**config.mk**
```make
export PLATFORM = sky130hd
export DESIGN_NAME = ddc_bank_target
export DESIGN_NICKNAME = d
export VERILOG_FILES = /design/src/rtl/ddc_pkg.sv /design/src/rtl/ddc_sync.sv /design/src/rtl/ddc_store.sv /design/src/rtl/ddc_ctrl.sv /design/src/rtl/ddc_bank_target.sv
export SDC_FILE = /design/constraint.sdc
export NUM_CORES = 2
export LEC_CHECK = 0
export CAP_MARGIN = 20
export CORE_MARGIN = 1.5
export CORE_UTILIZATION = 35
export DETAILED_ROUTE_END_ITERATION = 7
export HOLD_SLACK_MARGIN = 0.15
export SLEW_MARGIN = 20
export SYNTH_ARGS = -nofsm -noshare
export SYNTH_HDL_FRONTEND = slang
export SYNTH_SLANG_ARGS = --single-unit
```
**constraint.sdc**
```tcl
create_clock -name clk -period 9 [get_ports clk]
set_clock_uncertainty 0.1 [all_clocks]
set_input_delay 1.8 -clock clk [delete_from_list [all_inputs] [get_ports clk]]
set_output_delay 1.8 -clock clk [all_outputs]
set_load 0.01 [all_outputs]
```
**src/rtl/ddc_pkg.sv**
```systemverilog
package ddc_pkg;
  localparam int unsigned BYTE_W = 8;
  localparam int unsigned OFF_W  = 8;
  localparam int unsigned PHYS_W = OFF_W + 1;
  localparam logic [BYTE_W-1:0] DEV_WR = 8'hA0;
  localparam logic [BYTE_W-1:0] DEV_RD = 8'hA1;

  typedef enum logic [2:0] {
    ST_IDLE, ST_ADDR, ST_OFFS, ST_WDATA, ST_RDATA, ST_WAIT_STOP
  } ddc_state_t;

  function automatic logic [OFF_W-1:0] offset_step(input logic [OFF_W-1:0] o);
    return o + 1'b1;
  endfunction

  function automatic logic [PHYS_W-1:0] bank_addr(input logic b, input logic [OFF_W-1:0] o);
    return {b, o};
  endfunction
endpackage

```
**src/rtl/ddc_sync.sv**
```systemverilog
module ddc_sync #(
  parameter int unsigned STAGES = 2
) (
  input  logic clk,
  input  logic rst_n,
  input  logic scl_i,
  input  logic sda_i,
  output logic scl_s,
  output logic sda_s,
  output logic scl_rise,
  output logic scl_fall,
  output logic start_evt,
  output logic stop_evt
);
  logic [STAGES-1:0] scl_p, sda_p;
  logic scl_d, sda_d;

  genvar g;
  generate
    for (g = 0; g < STAGES; g++) begin : g_stage
      if (g == 0) begin : g_first
        always_ff @(posedge clk or negedge rst_n)
          if (!rst_n) begin scl_p[0] <= 1'b1; sda_p[0] <= 1'b1; end
          else        begin scl_p[0] <= scl_i; sda_p[0] <= sda_i; end
      end else begin : g_next
        always_ff @(posedge clk or negedge rst_n)
          if (!rst_n) begin scl_p[g] <= 1'b1; sda_p[g] <= 1'b1; end
          else        begin scl_p[g] <= scl_p[g-1]; sda_p[g] <= sda_p[g-1]; end
      end
    end
  endgenerate

  assign scl_s = scl_p[STAGES-1];
  assign sda_s = sda_p[STAGES-1];

  always_ff @(posedge clk or negedge rst_n)
    if (!rst_n) begin scl_d <= 1'b1; sda_d <= 1'b1; end
    else        begin scl_d <= scl_s; sda_d <= sda_s; end

  assign scl_rise  = scl_s & ~scl_d;
  assign scl_fall  = ~scl_s & scl_d;
  assign start_evt = scl_s & scl_d & sda_d & ~sda_s;
  assign stop_evt  = scl_s & scl_d & ~sda_d & sda_s;

  // the two bus conditions are never seen together
  assert_start_stop_excl_R10: assert property (@(posedge clk) disable iff (!rst_n)
    !(start_evt && stop_evt));
endmodule

```
**src/rtl/ddc_store.sv**
```systemverilog
module ddc_store
  import ddc_pkg::*;
(
  input  logic              clk,
  input  logic              we,
  input  logic [PHYS_W-1:0] waddr,
  input  logic [BYTE_W-1:0] wdata,
  input  logic [PHYS_W-1:0] raddr,
  output logic [BYTE_W-1:0] rdata
);
  localparam int unsigned DEPTH = 1 << PHYS_W;
  logic [BYTE_W-1:0] cells [DEPTH];

  always_ff @(posedge clk)
    if (we) cells[waddr] <= wdata;

  assign rdata = cells[raddr];
endmodule

```
**src/rtl/ddc_ctrl.sv**
```systemverilog
module ddc_ctrl
  import ddc_pkg::*;
(
  input  logic              clk,
  input  logic              rst_n,
  input  logic              scl_s,
  input  logic              sda_s,
  input  logic              scl_rise,
  input  logic              scl_fall,
  input  logic              start_evt,
  input  logic              stop_evt,
  input  logic              bank_sel,
  input  logic [BYTE_W-1:0] rd_data,
  output logic              we,
  output logic [PHYS_W-1:0] waddr,
  output logic [BYTE_W-1:0] wdata,
  output logic [PHYS_W-1:0] raddr,
  output logic              sda_pull
);
  localparam logic [3:0] CNT_BYTE = 4'(BYTE_W);
  localparam logic [3:0] CNT_ACK  = 4'(BYTE_W + 1);

  ddc_state_t        state_q;
  logic [3:0]        cnt_q;
  logic [BYTE_W-1:0] sh_q, tx_q;
  logic [OFF_W-1:0]  offset_q;
  logic              pull_q, mack_q;

  // named internal events
  logic byte_done, slot_end;
  assign byte_done = scl_fall && (cnt_q == CNT_BYTE) && (state_q != ST_IDLE);
  assign slot_end  = scl_fall && (cnt_q == CNT_ACK)  && (state_q != ST_IDLE);

  assign we    = byte_done && (state_q == ST_WDATA);
  assign waddr = bank_addr(bank_sel, offset_q);
  assign wdata = sh_q;
  assign raddr = bank_addr(bank_sel, offset_q);
  assign sda_pull = pull_q;

  always_ff @(posedge clk or negedge rst_n) begin
    if (!rst_n) begin
      state_q  <= ST_IDLE;
      cnt_q    <= '0;
      sh_q     <= '0;
      tx_q     <= '0;
      offset_q <= '0;
      pull_q   <= 1'b0;
      mack_q   <= 1'b0;
    end else if (start_evt) begin
      state_q <= ST_ADDR;
      cnt_q   <= '0;
    end else if (stop_evt) begin
      state_q <= ST_IDLE;
      cnt_q   <= '0;
    end else if (state_q != ST_IDLE) begin
      if (scl_rise) begin
        if (cnt_q < CNT_BYTE) sh_q <= {sh_q[BYTE_W-2:0], sda_s};
        if (cnt_q == CNT_BYTE) mack_q <= ~sda_s;
        if (cnt_q < CNT_ACK) cnt_q <= cnt_q + 4'd1;
      end else if (byte_done) begin
        unique case (state_q)
          ST_ADDR: begin
            if (sh_q == DEV_WR)      begin state_q <= ST_OFFS;  pull_q <= 1'b1; end
            else if (sh_q == DEV_RD) begin state_q <= ST_RDATA; pull_q <= 1'b1; end
            else                     state_q <= ST_IDLE;
          end
          ST_OFFS: begin
            offset_q <= sh_q;
            state_q  <= ST_WDATA;
            pull_q   <= 1'b1;
          end
          ST_WDATA: begin
            offset_q <= offset_step(offset_q);
            pull_q   <= 1'b1;
          end
          ST_RDATA: begin
            offset_q <= offset_step(offset_q);
            pull_q   <= 1'b0;
          end
          default: pull_q <= 1'b0;
        endcase
      end else if (slot_end) begin
        cnt_q  <= '0;
        pull_q <= 1'b0;
        if (state_q == ST_RDATA) begin
          if (mack_q) begin
            tx_q   <= rd_data;
            pull_q <= ~rd_data[BYTE_W-1];
          end else begin
            state_q <= ST_WAIT_STOP;
          end
        end
      end else if (scl_fall && state_q == ST_RDATA && cnt_q != 4'd0) begin
        pull_q <= ~tx_q[3'd7 - cnt_q[2:0]];
      end
    end
  end

  // pull-down moves only while SCL is low
  assert_pull_scl_low_R9: assert property (@(posedge clk) disable iff (!rst_n)
    !$stable(pull_q) |-> !scl_s);
  // an idle target never drives the line
  assert_idle_quiet_R2: assert property (@(posedge clk) disable iff (!rst_n)
    (state_q == ST_IDLE) |-> !pull_q);
  // after a host NACK the line stays released
  assert_nack_release_R7: assert property (@(posedge clk) disable iff (!rst_n)
    (state_q == ST_WAIT_STOP) |-> !pull_q);
  // each stored byte advances the offset by one with wrap
  assert_offset_wrap_R5: assert property (@(posedge clk) disable iff (!rst_n)
    we |=> offset_q == offset_step($past(offset_q)));
endmodule

```
**src/rtl/ddc_bank_target.sv**
```systemverilog
module ddc_bank_target
  import ddc_pkg::*;
#(
  parameter int unsigned SYNC_STAGES = 2
) (
  input  logic clk,
  input  logic rst_n,
  input  logic scl_i,
  input  logic sda_i,
  input  logic bank_sel_i,
  output logic sda_pull_o
);
  logic scl_s, sda_s, scl_rise, scl_fall, start_evt, stop_evt;
  logic              we;
  logic [PHYS_W-1:0] waddr, raddr;
  logic [BYTE_W-1:0] wdata, rdata;

  ddc_sync #(.STAGES(SYNC_STAGES)) u_sync (
    .clk(clk), .rst_n(rst_n), .scl_i(scl_i), .sda_i(sda_i),
    .scl_s(scl_s), .sda_s(sda_s), .scl_rise(scl_rise), .scl_fall(scl_fall),
    .start_evt(start_evt), .stop_evt(stop_evt)
  );

  ddc_ctrl u_ctrl (
    .clk(clk), .rst_n(rst_n), .scl_s(scl_s), .sda_s(sda_s),
    .scl_rise(scl_rise), .scl_fall(scl_fall),
    .start_evt(start_evt), .stop_evt(stop_evt),
    .bank_sel(bank_sel_i), .rd_data(rdata),
    .we(we), .waddr(waddr), .wdata(wdata), .raddr(raddr),
    .sda_pull(sda_pull_o)
  );

  ddc_store u_store (
    .clk(clk), .we(we), .waddr(waddr), .wdata(wdata),
    .raddr(raddr), .rdata(rdata)
  );
endmodule

```
* Word level (Yosys, flattened, before mapping) *
Memory sizes are Yosys's and may differ from the RTL's.
Cells that the tools add are included.

operators by class
  add/sub/neg operators = 3
  magnitude comparators = 3
  eq/ne operators = 14
  multiplexer cells = 31
  bitwise gates (word level) = 17
  reduce and logical (&&, ||, !) cells = 24

operators by type and width
  cell                 count
  $mux 3               10
  $mux 4               7
  $reduce_and 6->1     3
  $eq 8x8->1 const B   2
  $pmux 8 s2           1
  $reduce_bool 4->1    4
  $ne 4x4->1 const B   3
  $mux 1               10
  $not 1->1            10
  $reduce_and 5->1     2
  $reduce_bool 3->1    3
  $add 8x1->8 const B  1
  $eq 4x4->1 const B   2
  $lt 4x4->1 const B   2
  $reduce_and 8->1     1
  $and 1x1->1          7
  $logic_and 1x1->1    7
  $eq 3x2->1 const B   2
  $pmux 3 s2           1
  $ne 5x5->1 const B   1
  $add 4x1->4 const B  1
  $lt 3x4->1 const B   1
  $ne 4x1->1 const B   1
  $reduce_and 4->1     1
  other kinds (8)      9

storage, ports and cells
  register bits = 39
  bits in writable memories = 4096
  input bits = 5
  output and inout port bits = 1
  logic and storage cells = 106
  memories kept = 1

memories
  name           depth  bits a word  read ports  clocked after memory_dff  write ports  RTL line         text
  u_store.cells  512    8            1           0                         1            ddc_store.sv:12  logic [BYTE_W-1:0] cells [DEPTH];

* Longest topological paths before layout *
  depth in word-level cells = 10
  gate-level depth with buffers = 15
  mapped depth without buffers = 9

* Cells and area by module *
From an unflattened synthesis, not the netlist that was laid out.

unflattened totals
  cell total of the unflattened synthesis = 8225
  area total of the unflattened synthesis = 161925.3 um2

by module, submodules not included
  module     instances  cells an instance  area each (um2)  sequential area each (um2)
  ddc_store  1          8022               159767.0         122998.0
  ddc_ctrl   1          193                1968.1           825.8
  ddc_sync   1          10                 190.2            157.7

* Least setup slack after synthesis *
OpenSTA, ideal clock, no wires.

  path type = reg-to-reg
  start = reg u_ctrl.sh_q[7] (netlist: u_ctrl.wdata[7])
  end = reg u_ctrl.pull_q (netlist: u_ctrl.sda_pull)
  library setup time = 121 ps
  arrival time = 7912 ps
  required time = 8779 ps
  setup slack = 867 ps
  stages on the path, launching flop included = 7
  buffers on the path = 0
  period minus slack after synthesis = 8133 ps
  cells stage by stage = dfrtp_1 -> or4b_2 -> nor4b_1 -> nor2_1 -> a211oi_1 -> o311ai_0 -> o22a_1

between the ends
  longest elaborated chain between the ends = 4
  elaborated cells on any way between the ends = 7
  classes of those cells = eq/ne (3); mux (3); reduce/logical (1)

ends and longest elaborated chain
  element                   RTL line        text
  start: declaration        ddc_ctrl.sv:25  logic [BYTE_W-1:0] sh_q, tx_q;
  start signal: assignment  ddc_ctrl.sv:57  if (cnt_q < CNT_BYTE) sh_q <= {sh_q[BYTE_W-2:0], sda_s};
  $eq 8x8->1                ddc_ctrl.sv:63  if (sh_q == DEV_WR) begin state_q <= ST_OFFS; pull_q <= 1'b1; end
  $mux 1                    ddc_ctrl.sv:63
  $pmux 1 s2                ddc_ctrl.sv:61  unique case (state_q)
  $mux 1                    ddc_ctrl.sv:60  end else if (byte_done) begin
  end signal: assignment    ddc_ctrl.sv:88  pull_q <= ~rd_data[BYTE_W-1];
  end signal: assignment    ddc_ctrl.sv:94  pull_q <= ~tx_q[3'd7 - cnt_q[2:0]];
  end: declaration          ddc_ctrl.sv:27  logic pull_q, mack_q;

Several ways; a longest one is shown, not always the timed one.
A chain may end at the register's enable or synchronous reset.

* Worst setup path in the final report *
  start = reg u_ctrl.offset_q[0]
  end = reg u_ctrl.pull_q (netlist: u_ctrl.sda_pull)

between the ends
  longest elaborated chain between the ends = 6

ends and longest elaborated chain
  element                   RTL line        text
  start: declaration        ddc_ctrl.sv:26  logic [OFF_W-1:0] offset_q;
  start signal: assignment  ddc_ctrl.sv:68  offset_q <= sh_q;
  start signal: assignment  ddc_ctrl.sv:73  offset_q <= offset_step(offset_q);
  start signal: assignment  ddc_ctrl.sv:77  offset_q <= offset_step(offset_q);
  $mem_v2 512x8             n/a
  $not 1->1                 ddc_ctrl.sv:88
  $mux 1                    ddc_ctrl.sv:86  if (mack_q) begin
  $mux 1                    ddc_ctrl.sv:85  if (state_q == ST_RDATA) begin
  $mux 1                    ddc_ctrl.sv:82  end else if (slot_end) begin
  $mux 1                    ddc_ctrl.sv:60

No other way between the ends.

==> results.py <==
metrics = {
    "drt": {
        "wl_per_cell_um": 33.9,
        "routed_wl_um": 479000,
        "ant_nets": 0,
        "drt_iter0_drc": 11395,
        "routed_via_density": 5.73,
        "firstDrtPassIters": 6,
        "vias": 81158,
        "drc": 0,
    },
    "clock_network": {
        "h-tree-depth": 5,
        "clk_pin_slew_ns": 0.06,
        "cts_resized": 0,
        "clock-sinks": 4135,
        "holdBufCountCts": 0,
        "cts-root-buf": "clkbuf_16",
        "clkLatencyLatePin_ns": 1.01,
        "cts_made_buffers": 411,
        "cts_tree": "built",
        "cts_setup_buffers": 0,
        "cts_max_path_buffers": 4,
    },
    "critical_path": {
        "critPathLaunchType": "flip-flop",
        "slowest_stage": "dfrtp_4",
        "required_ns": 9.82,
        "ff2ff_path_depth": 9,
        "critPathMaxFanout": 84,
        "crit_path_cell_trace": "buf_12 > mux4_2 > nor2_1 > nor4_1 > or4_1 > nor4_1 > nand4_1 > a2111oi_2 > o22a_1",
        "worstSetupPathType": "reg2reg",
        "arrival_ns": 6.39,
        "r2r-start": "u_ctrl.offset_q[0]",
        "endpoint_kind": "flip-flop",
        "cpPeakStageDelay_ns": 1.17,
        "r2r_end": "u_ctrl.sda_pull",
        "worst-r2r-setup-slack_ns": 3.43,
        "worst_path_most_repeated_cell": "nor4_1",
    },
    "worst_hold_path": {
        "hold_path.class": "reg2reg",
        "hold_end": "u_sync.sda_d",
        "hold_depth": 0,
        "hold_start": "u_sync.sda_s",
    },
    "grt": {
        "grt_usage": 0.203,
        "grt_max_degree": 225,
        "antenna_found_initial": 30,
        "grt_pass1_vias": 80622,
        "grt_pass1_wl_um": 660000,
        "overflow": 0,
    },
    "power": {
        "switching_power_uw": 8230,
        "clockPowerShare": 0.428,
        "p_leak_uw": 0.0548,
        "p_per_area_mw_per_mm2": 218,
        "p_int_uw": 31400,
        "seqPwrFrac": 0.550,
        "ir_drop_uv": 158,
        "p_comb_frac": 0.022,
        "p_sw_frac": 0.208,
    },
    "sta": {
        "setup_tns_ns": 0,
        "hold_viol": 0,
        "max_freq_ghz": 0.180,
        "min_period_ns": 5.57,
        "drv_slew": 0,
        "slew_headroom": 0.0590,
        "rsz0062_at_grt": "false",
        "worst_slew_pin_slew_ns": 1.41,
        "finalSetupViolCount": 0,
        "fin_crit_sh": 0.619,
    },
    "synthesis": {
        "synth_edf_count": 4096,
        "synth_top_flop_cell": "edfxtp_1",
        "async_flop_share": 0.00943,
        "yosysSeqAreaShare": 0.772,
        "ys_warn_count": 0,
        "avgSynthCellArea_um2": 21.3,
        "synthCells": 7546,
        "synthDistinctLibCells": 81,
        "syn_area_mm2": 0.161,
        "syn_nets": 7559,
        "synth_seq_cells": 4135,
    },
    "job": {
        "cap_violations": 0,
    },
    "floorplan": {
        "die-area_mm2": 0.463,
        "rows": 248,
        "core_area_mm2": 0.456,
        "die_height_um": 680,
        "start_util": 0.352,
        "die_width_um": 680,
        "pin_count": 6,
    },
    "finish": {
        "layout_commonest_cell": "edfxtp_1",
        "nets": 7688,
        "area_growth_pct": 12.9,
        "fin_util": 0.397,
        "fillCellCount": 39962,
        "final_cell_mix": "edfxtp_1 (4096), mux4_2 (1002), nor2_1 (614)",
        "layout-drive-gt1-share": 0.232,
    },
    "placed_design": {
        "gp_congestion": 0.960,
        "place.port_buffers": 5,
        "dp_hpwl_um": 295000,
    },
    "outcome": {
        "status": "finished, final reports clean",
    },
}
==> cells by family (layout without fill, tap and decap cells) <==
logic type | count (synthesis) | count (layout) | synth area share
flip-flops | 4135 | 4135 | 0.772
multiplexers | 1307 | 1307 | 0.160
AND/OR/NAND/NOR | 1035 | 1035 | 0.0272
AO/OA/AOI/OAI | 583 | 583 | 0.0251
buffers and inverters | 477 | 947 | 0.0154
adder cells (fa/ha/maj) | 8 | 8 | 0.000623
XOR/XNOR | 1 | 1 | 0.0000545
other | 0 | 12 | 0
==> through the flow <==
step                      std cells  setup WS, ns  cell area (µm²)  power (µW)  hold WS [ns]
final                         14153          3.43           181000       39600         0.308
after global routing          14142          3.34           181000       40500         0.319
after CTS                     14136          3.39           181000       39700         0.304
after detailed placement      13382          2.85           168000       23000         0.294
after global placement        13377          2.72           168000       22900         0.296
after floorplan                7546         0.867           161000       22800         0.245
==> worst max path at each step <==
stage | start | to | cells after the start
finish | u_ctrl.offset_q[0] | u_ctrl.sda_pull | 9
floorplan | u_ctrl.wdata[7] | u_ctrl.sda_pull | 6
global route | u_ctrl.offset_q[0] | u_ctrl.sda_pull | 10
detailed placement | bank_sel_i | u_ctrl.sda_pull | 10
global placement | bank_sel_i | u_ctrl.tx_q[5] | 10
CTS | u_ctrl.offset_q[0] | u_ctrl.sda_pull | 8
==> layout make-up <==
type                    instances  area [µm²]  share of cell area
inverters                      13        62.6            0.000345
clock buffers                 509       10700              0.0593
flip-flops and latches       4135      124000               0.684
diodes                         12        30.0            0.000166
well taps                    6125        7660              0.0423
repair buffers                180        1860              0.0103
clock inverters               245        2430              0.0134
multi-input cells            2934       34500               0.190
==> flip-flops by register name, indices dropped and copies added (netlist names) <==
| signal | count |
|---|---|
| u_ctrl.mack_q | 1 |
| u_ctrl.state_q | 3 |
| u_ctrl.tx_q | 8 |
| u_sync.scl_p | 1 |
| u_ctrl.offset_q | 8 |
| u_sync.scl_d | 1 |
| u_ctrl.wdata | 8 |
| u_store.cells | 4096 |
| u_sync.sda_s | 1 |
| u_sync.sda_p | 1 |
| u_ctrl.sda_pull | 1 |
| u_sync.scl_s | 1 |
| u_sync.sda_d | 1 |
| u_ctrl.cnt_q | 4 |
==> cells in the mapped netlist, types with 6 or more instances <==
cell / instances / area, µm²
mux2_1: 6 / 67.6
o21ai_0: 69 / 345
dfrtp_1: 33 / 826
nand2_1: 204 / 766
nand3_1: 63 / 315
nor3_1: 29 / 145
edfxtp_1: 4096 / 123000
a32oi_1: 13 / 114
buf_6: 46 / 518
and2_1: 8 / 50.1
mux2_2: 21 / 236
or3_1: 6 / 37.5
o22a_1: 7 / 61.3
dfstp_2: 6 / 158
o2111ai_1: 6 / 52.6
buf_1: 38 / 143
o22ai_1: 54 / 338
o21ai_1: 6 / 30.0
o32ai_1: 15 / 131
o211ai_1: 10 / 75.1
mux4_2: 1002 / 22600
nand4_1: 23 / 144
mux2i_1: 278 / 2780
inv_1: 10 / 37.5
buf_2: 86 / 430
a211oi_1: 17 / 128
o31ai_1: 7 / 52.6
a31oi_1: 31 / 194
a22o_1: 21 / 184
ha_1: 8 / 100
a22oi_1: 146 / 1100
a21oi_1: 99 / 495
a2111oi_0: 7 / 61.3
buf_4: 54 / 405
nand2b_1: 6 / 37.5
nor2_1: 626 / 2350
clkbuf_1: 238 / 893
a221oi_1: 34 / 298
and3_1: 8 / 50.1
nor2b_1: 14 / 87.6
nor4_1: 12 / 75.1
==> power by group through the flow <==
stage | logic, µW | registers, µW | clock network, µW
global placement | 735 | 22200 | 0
detailed placement | 857 | 22200 | 0
finish | 868 | 21800 | 17000
global route | 928 | 21800 | 17800
floorplan | 36.9 | 22800 | 0
CTS | 850 | 21800 | 17100
==> layer usage <==
layer,wire length (µm),part of all wire,vias to the layer above,track usage
li1,-,-,31839,-
met1,187000,0.39,43760,0.275
met2,214000,0.45,4610,0.305
met3,53200,0.11,937,0.0576
met4,24400,0.051,12,0.0879
met5,84,0.00018,-,0
==> critical path, delay by kind of cell (launching register included) <==
family / cells / cell delay (ns)
compound gates: 2 / 0.74
buf+inv: 1 / 0.58
flops: 1 / 1.17
mux: 1 / 0.58
simple gates: 5 / 2.18
Power figures use the tool's default switching activity.
